`config.mk`:
```
export PLATFORM = sky130hd
export DESIGN_NAME = nibble_lamp
export DESIGN_NICKNAME = d
export VERILOG_FILES = /design/src/rtl/nibble_lamp_pkg.sv /design/src/rtl/nl_sync.sv /design/src/rtl/nl_divider.sv /design/src/rtl/nl_square.sv /design/src/rtl/nl_display.sv /design/src/rtl/nibble_lamp.sv
export SDC_FILE = /design/constraint.sdc
export NUM_CORES = 1
export LEC_CHECK = 0
export BUFFER_PORTS_ARGS = -buffer_cell sky130_fd_sc_hd__buf_2
export CORE_UTILIZATION = 38
export CTS_CLUSTER_SIZE = 8
export DETAILED_ROUTE_END_ITERATION = 10
export PLACE_DENSITY = 0.56
export SYNTH_ARGS = -nofsm -noshare
export SYNTH_HDL_FRONTEND = slang
export SYNTH_SLANG_ARGS = --single-unit
```
`constraint.sdc`:
```
create_clock -name clk -period 3.7 [get_ports clk]
set_clock_uncertainty 0.2 [all_clocks]
set_input_delay 0.925 -clock clk [delete_from_list [all_inputs] [get_ports clk]]
set_output_delay 0.925 -clock clk [all_outputs]
set_load 0.03 [all_outputs]
```
`src/rtl/nibble_lamp_pkg.sv`:
```
// Shared constants for the nibble lamp block.
// Assumes the displayed value is one nibble and the lamp bus is twice its width.
package nibble_lamp_pkg;
    localparam int NIB_W       = 4;
    localparam int LAMP_W      = 2 * NIB_W;
    localparam int SYNC_STAGES = 2;
    typedef logic [LAMP_W-1:0] lamp_t;
endpackage

```
`src/rtl/nl_sync.sv`:
```
// Multi-bit, multi-stage synchronizer for independent level signals.
// Assumes each bit is a slow level, so bits need not arrive together.
// It has no reset, so a reset input can pass through it as well.
module nl_sync #(
    parameter int W      = 1,
    parameter int STAGES = 2
) (
    input  logic         clk,
    input  logic [W-1:0] d,
    output logic [W-1:0] q
);
    logic [STAGES-1:0][W-1:0] pipe;

    // First stage samples the asynchronous inputs.
    always_ff @(posedge clk) begin
        pipe[0] <= d;
    end

    genvar i;
    generate
        for (i = 1; i < STAGES; i++) begin : g_stage
            // Each later stage re-times the stage before it.
            always_ff @(posedge clk) begin
                pipe[i] <= pipe[i-1];
            end
        end
    endgenerate

    assign q = pipe[STAGES-1];
endmodule

```
`src/rtl/nl_divider.sv`:
```
// Free-running up counter with a hold input.
// Assumes synchronous active-low reset; reset wins over hold. Rolls over silently.
module nl_divider #(
    parameter int W = 29
) (
    input  logic         clk,
    input  logic         rst_n,
    input  logic         hold,
    output logic [W-1:0] count
);
    // Clear on reset, freeze on hold, otherwise advance by one.
    always_ff @(posedge clk) begin
        if (!rst_n)
            count <= '0;
        else if (!hold)
            count <= count + W'(1);
    end
endmodule

```
`src/rtl/nl_square.sv`:
```
// Combinational unsigned squarer built from shifted partial products.
// Assumes an N-bit unsigned operand; the result is 2N bits and never overflows.
module nl_square #(
    parameter int N = 4
) (
    input  logic [N-1:0]   a,
    output logic [2*N-1:0] p
);
    localparam int PW = 2 * N;

    // Sum one shifted copy of the operand for each set bit.
    always_comb begin
        p = '0;
        for (int i = 0; i < N; i++) begin
            if (a[i])
                p = p + (PW'(a) << i);
        end
    end
endmodule

```
`src/rtl/nl_display.sv`:
```
// Registered 2-to-1 selector for the lamp bus.
// Assumes sel is already synchronized; select low gives the zero-padded nibble.
module nl_display
    import nibble_lamp_pkg::*;
(
    input  logic             clk,
    input  logic             rst_n,
    input  logic             sel,
    input  logic [NIB_W-1:0] nib,
    input  lamp_t            sq,
    output lamp_t            lamp
);
    lamp_t next_lamp;

    // Choose between the padded nibble and its square.
    always_comb begin
        next_lamp = sel ? sq : {{(LAMP_W-NIB_W){1'b0}}, nib};
    end

    // Register the chosen value; reset clears the lamps.
    always_ff @(posedge clk) begin
        if (!rst_n)
            lamp <= '0;
        else
            lamp <= next_lamp;
    end
endmodule

```
`src/rtl/nibble_lamp.sv`:
```
// Top level: synchronizes the controls, runs the divider, squares its top nibble
// and drives the registered lamp bus.
// Assumes CNT_W >= NIB_W. Reset is synchronous and active low after synchronization.
module nibble_lamp
    import nibble_lamp_pkg::*;
#(
    parameter int CNT_W = 29
) (
    input  logic       clk,
    input  logic       rst_n,
    input  logic       pause,
    input  logic       toggle,
    output logic [7:0] led
);
    localparam int TOP = CNT_W - 1;

    logic [2:0]       ctl_s;
    logic             rst_s;
    logic             pause_s;
    logic             toggle_s;
    logic [TOP:0]     cnt;
    logic [NIB_W-1:0] nib;
    lamp_t            sq;
    lamp_t            lamp;

    nl_sync #(.W(3), .STAGES(SYNC_STAGES)) u_sync (
        .clk (clk),
        .d   ({rst_n, pause, toggle}),
        .q   (ctl_s)
    );

    assign rst_s    = ctl_s[2];
    assign pause_s  = ctl_s[1];
    assign toggle_s = ctl_s[0];

    nl_divider #(.W(CNT_W)) u_div (
        .clk   (clk),
        .rst_n (rst_s),
        .hold  (pause_s),
        .count (cnt)
    );

    assign nib = cnt[TOP -: NIB_W];

    nl_square #(.N(NIB_W)) u_sq (
        .a (nib),
        .p (sq)
    );

    nl_display u_disp (
        .clk   (clk),
        .rst_n (rst_s),
        .sel   (toggle_s),
        .nib   (nib),
        .sq    (sq),
        .lamp  (lamp)
    );

    assign led = lamp;
endmodule

```
-- After elaboration in Yosys (flattened, before gate mapping)
Index checks and enable logic that the tools add are counted.
- register bits after elaboration: 43
- bits of input ports: 4
- output and inout bits: 8
- logic and storage cells: 15
- add/sub/neg operators: 4
- multiplexer cells: 5
- reduce and logical (&&, ||, !) cells: 1
- operator list (operator ; count):
    adder 29 x 1 -> 29 bit, second input constant ; 1
    two-way mux 8 bit ; 3
    adder 8 x 5 -> 8 bit ; 1
    adder 8 x 6 -> 8 bit ; 1
    adder 8 x 7 -> 8 bit ; 1
    two-way mux 4 bit ; 2
    AND reduction 2 bit ; 1

-- Logic depth before layout (Yosys ltp)
- depth after elaboration: 8
- depth in mapped cells: 20
- gate-level depth less buffers: 18

-- Modules after synthesis
A second synthesis with hierarchy kept.
- cell total of the unflattened synthesis: 259
- area total of the unflattened synthesis: 2279.7 sq um
- by module, submodules not included (module ; times used ; cells each ; area an instance (sq um) ; seq. area each (sq um)):
    nl_divider ; 1 ; 160 ; 1390.1 ; 580.6
    nl_square ; 1 ; 69 ; 480.5 ; 0.0
    nl_display ; 1 ; 21 ; 266.5 ; 160.2
    nl_sync ; 1 ; 9 ; 142.6 ; 120.1

-- Least setup slack after synthesis
No wires, ideal clock.
- path type: reg-to-reg
- start: register u_div.count[27]
- end: register u_disp.lamp[6]
- setup time: 0.115 ns
- data arrival time: 3.385 ns
- data required time: 3.385 ns
- slack: 0.001 ns
- cell stages (with the launch flop): 19
- path buffers: 1
- clock period less this slack: 3.699 ns
- cell sequence: dfxtp_1 > clkbuf_1 > nand2_1 > inv_1 > ha_1 > or3_1 > nand3_1 > a32o_1 > inv_1 > fa_1 > xnor2_1 > nand2_1 > o21ai_0 > ha_1 > a21o_1 > a21oi_1 > a21oi_1 > o221ai_1 > o21a_1
- longest elaborated chain between the ends: 7
- RTL lines (item ; line ; RTL):
    start, declared ; nl_divider.sv:9 ; output logic [W-1:0] count
    start signal, assigned ; nl_divider.sv:16 ; count <= count + W'(1);
    two-way mux 4 bit ; nl_square.sv:15 ; if (a[i])
    adder 8 x 5 -> 8 bit ; nl_square.sv:16 ; p = p + (PW'(a) << i);
    two-way mux 8 bit ; nl_square.sv:15 ;
    adder 8 x 6 -> 8 bit ; nl_square.sv:16 ;
    two-way mux 8 bit ; nl_square.sv:15 ;
    adder 8 x 7 -> 8 bit ; nl_square.sv:16 ;
    two-way mux 8 bit (*) ; nl_square.sv:15 ;
    end signal, assigned ; nl_display.sv:25 ; lamp <= next_lamp;
    end, declared ; nl_display.sv:11 ; output lamp_t lamp
Every way passes the cells marked *; elsewhere a longest branch is shown, timed or not.
A chain may end at the register's enable or synchronous reset.

-- Worst setup path after layout
- start: register u_div.count[25]
- end: register u_disp.lamp[5]
The elaborated chain is that of the path after synthesis.

==> results by group <==
Logic synthesis
  – Post-synth EDFFs: 0
  – Synth Area in Simple Gates: about a quarter
  – Post-synth top area share: approximately two fifths
  – Flop and latch count out of synthesis: 43
  – Synth Cell Area: 2213 um2
  – Compound-cell area share of the yosys netlist: ~16%
  – Async SR Flop Fraction: 0%
  – Xor/xnor share of the synthesized area: around 8.7%
  – Most common cell in the netlist: dfxtp_1
  – Predominant post-synthesis flop cell: dfxtp_1
  – Synth area leader: dfxtp_1
  – Syn_nets: between 200 and 300
  – Post-Syn Instances: 260
  – Sequential share of the synthesized area: between 30% and 40%
  – Post-synthesis mux area share: less than 1%
  – Warnings, synthesis: 0
  – Commonest cells post-synth: dfxtp_1, a21oi_1, nor2_1
  – Adder-cell share of the synthesized area: 6.331%
  – Main combinational cell family by area after synthesis: simple AND/OR/NAND/NOR gates
  – Area contributors post-synth: dfxtp_1, xnor2_1, a21oi_1
  – Mean post-synth cell area: about 8.5 um2
  – Synth unique cells: 48

Worst hold path
  – Hold endpoint: u_sync.q[2]
  – Hold Crit Start: u_sync.pipe[2]
  – Worst min-delay path class: reg2reg
  – Worst Hold Depth: 0

Worst setup path
  – Crit path cell chain: nand2_1 > inv_1 > ha_4 > or3_1 > nand3_1 > a32o_2 > inv_1 > fa_1 > o211ai_1 > ha_1 > fa_1 > nor4b_1 > a21oi_1 > a31oi_1
  – Reg2reg start: u_div.count[25]
  – R2r endpoint: u_disp.lamp[5]
  – Max FO, Critical Path: 7
  – Required time worst endpoint: ~3.7 ns
  – Worst EP arrival: about 3.5 ns
  – Crit-path max cell delay: ~0.48 ns
  – Worst r2r path cells: 14
  – Worst reg2reg setup slack: approximately 0.26 ns
  – Setup CP Type: reg2reg
  – CP Launch Type: register
  – CP startpoint: u_div.count[25]
  – CP max-delay cell: fa_1
  – Crit end category: register

GRT
  – Remaining global-route overflow: 0
  – Total GRT Usage: 15.50%
  – Global-route wire length before repair: around 7.5 mm
  – Number of global-route vias before repair: between 1,500 and 2,000
  – Initial antenna violation count: 0
  – Largest net degree at the start of global routing: 32

Power
  – Peak supply drop: around 0.00025 V
  – PwrDens: between 300 and 400 nW/um2
  – Reg power frac: a little under three fifths
  – Part of the power in combinational logic: 1.5%
  – Clock group share of total power: 43.5%
  – Lkg Pwr: 0.9040 nW
  – Switching power: 0.1854 mW
  – P_int: just under 0.7 mW
  – Switching Fraction: between 20 and 25%

Place
  – GP Congestion: between 0.8 and 0.9
  – Port bufs: 11
  – Placed Cells: roughly 330
  – DP HPWL: slightly below 3 mm

Final layout
  – N_diodes: 0
  – Non-filler instance count after layout: ~340
  – Finished Core Util: 44.02%
  – Share of cells above drive strength 1: between 10% and 20%
  – Area Overhead vs Synth: 10.85%
  – Nets: between 200 and 300

Clock tree
  – Clk Latency, worst-skew pair: 0.30 ns
  – # H-tree levels: 2
  – CTS Sinks: 43
  – CTS clk-pin slew, worst paths: 0.09 ns
  – Num CTS Buffers: 5
  – Hold_buf cts: 0
  – Clk root buf: clkbuf_8
  – Clock Path Buffers: 2
  – TritonCTS clock tree: done

Die
  – IO Pins: 12
  – Core area: ~5600 um2
  – Die footprint: 6134 um2
  – Initial Utilization: just under 40%
  – Die Ht: approximately 78 um
  – Die Span X: roughly 78 um
  – Row Count: 27

STA
  – Slew margin rel.: between 30% and 40%
  – Fin. Hold Viols: 0
  – Min Hold Slack: 0.1270 ns
  – Worst slew pin tran: 0.9767 ns
  – RSZ-0062 raised after global routing: no
  – Post-Route Setup TNS: 0 ns
  – Setup violations, final: 0
  – Final Critical Period: 3.436 ns
  – Fmax: between 200 and 300 MHz
  – Period utilisation layout: just over 90%
  – Final Max Tran Viols: 0

Drt
  – WL/cell: 12.59 um
  – Antenna-violating nets left: 0
  – Drt drc: 0
  – Total Wirelength: 4.306 mm
  – DRT Pass-1 Iters: 4
  – DR iter-0 viols: between 100 and 150
  – Total number of vias: between 1,500 and 2,000
  – Routed vias/inst: ~5.3

Status
  – Status: complete, no violations

Flow run
  – Max cap viols: 0
==> cells in the final DEF, fill, tap and decap left out, types with 6 or more instances in the layout <==
cell,count
a21oi_1,23
dfxtp_1,43
nor3_1,8
ha_1,7
buf_4,6
nand2_1,16
nor2_1,23
nand4_1,7
xnor2_1,17
buf_2,11
nand3_1,10
inv_1,15
o21ai_0,10
==> routing by layer <==
metal | share of wire (%) | track usage (%) | wire length, um
met2 | 48 | 26.58 | 2057
met1 | 48 | 18.72 | 2056
met4 | 1.3 | 5.741 | 54
met3 | 3.2 | 3.721 | 137
met5 | 0 | 0 | 0
==> cell type report <==
class | count | area [um2]
Multi-Input combinational cell | 187 | 1234
Sequential cell | 43 | 860.8
Clock buffer | 5 | 68.82
Fill cell | 552 | 3120
Inverter | 15 | 56.30
Clock inverter | 3 | 43.79
Timing Repair Buffer | 17 | 100.1
Tap cell | 72 | 90.09
==> worst max-delay path, delay by kind of cell, from the launching register on <==
kind / cells / cell delay (ns)
flops: 1 / 0.34
buf+inv: 2 / 0.14
simple gates: 4 / 0.81
compound gates: 4 / 0.50
fa+ha+maj: 4 / 1.39
==> per-stage QoR <==
stage / area, um2 / power (mW) / setup slack, ns
2_1_floorplan: 2213 / 0.4931 / 0.0006992
3_3_place_gp: 2327 / 0.4973 / 0.2002
3_5_place_dp: 2327 / 0.4974 / 0.1537
4_1_cts: 2440 / 0.8724 / 0.1259
5_1_grt: 2454 / 0.8930 / 0.03340
6_report: 2454 / 0.8594 / 0.2639
==> how the worst max path moves through the flow <==
stage          cells after the start             end  slack, ns
2_1_floorplan                     18  u_disp.lamp[6]     0.0007
3_3_place_gp                      16  u_disp.lamp[5]       0.20
3_5_place_dp                      16  u_disp.lamp[6]       0.15
4_1_cts                           16  u_disp.lamp[6]       0.13
5_1_grt                           18  u_disp.lamp[6]       0.03
6_report                          14  u_disp.lamp[5]       0.26
==> sequential cells by signal, indices dropped and copies added, names as in the netlist <==
| name | cells |
|---|---|
| u_disp.lamp | 8 |
| u_div.count | 29 |
| u_sync.q | 3 |
| u_sync.pipe | 3 |
==> power groups by stage <==
stage	combinational, mW	clock [mW]	sequential (mW)
floorplan	0.0110	0	0.482
global placement	0.0131	0	0.484
detailed placement	0.0131	0	0.484
CTS	0.0132	0.386	0.473
global route	0.0147	0.404	0.474
finish	0.0127	0.373	0.473
==> cells by family after synthesis <==
logic type               count (synthesis)
AO/OA/AOI/OAI                           59
XOR/XNOR                                22
adder cells (fa/ha/maj)                 10
buffers and inverters                   30
flip-flops                              43
multiplexers                             1
AND/OR/NAND/NOR                         95
==> timing repair <==
action | in CTS | in global routing
buffers inserted | 0 | 0
endpoints found under the setup margin | 0 | 3
gates resized for setup | 0 | 6
No activity file was read; power rests on OpenSTA's default activity.
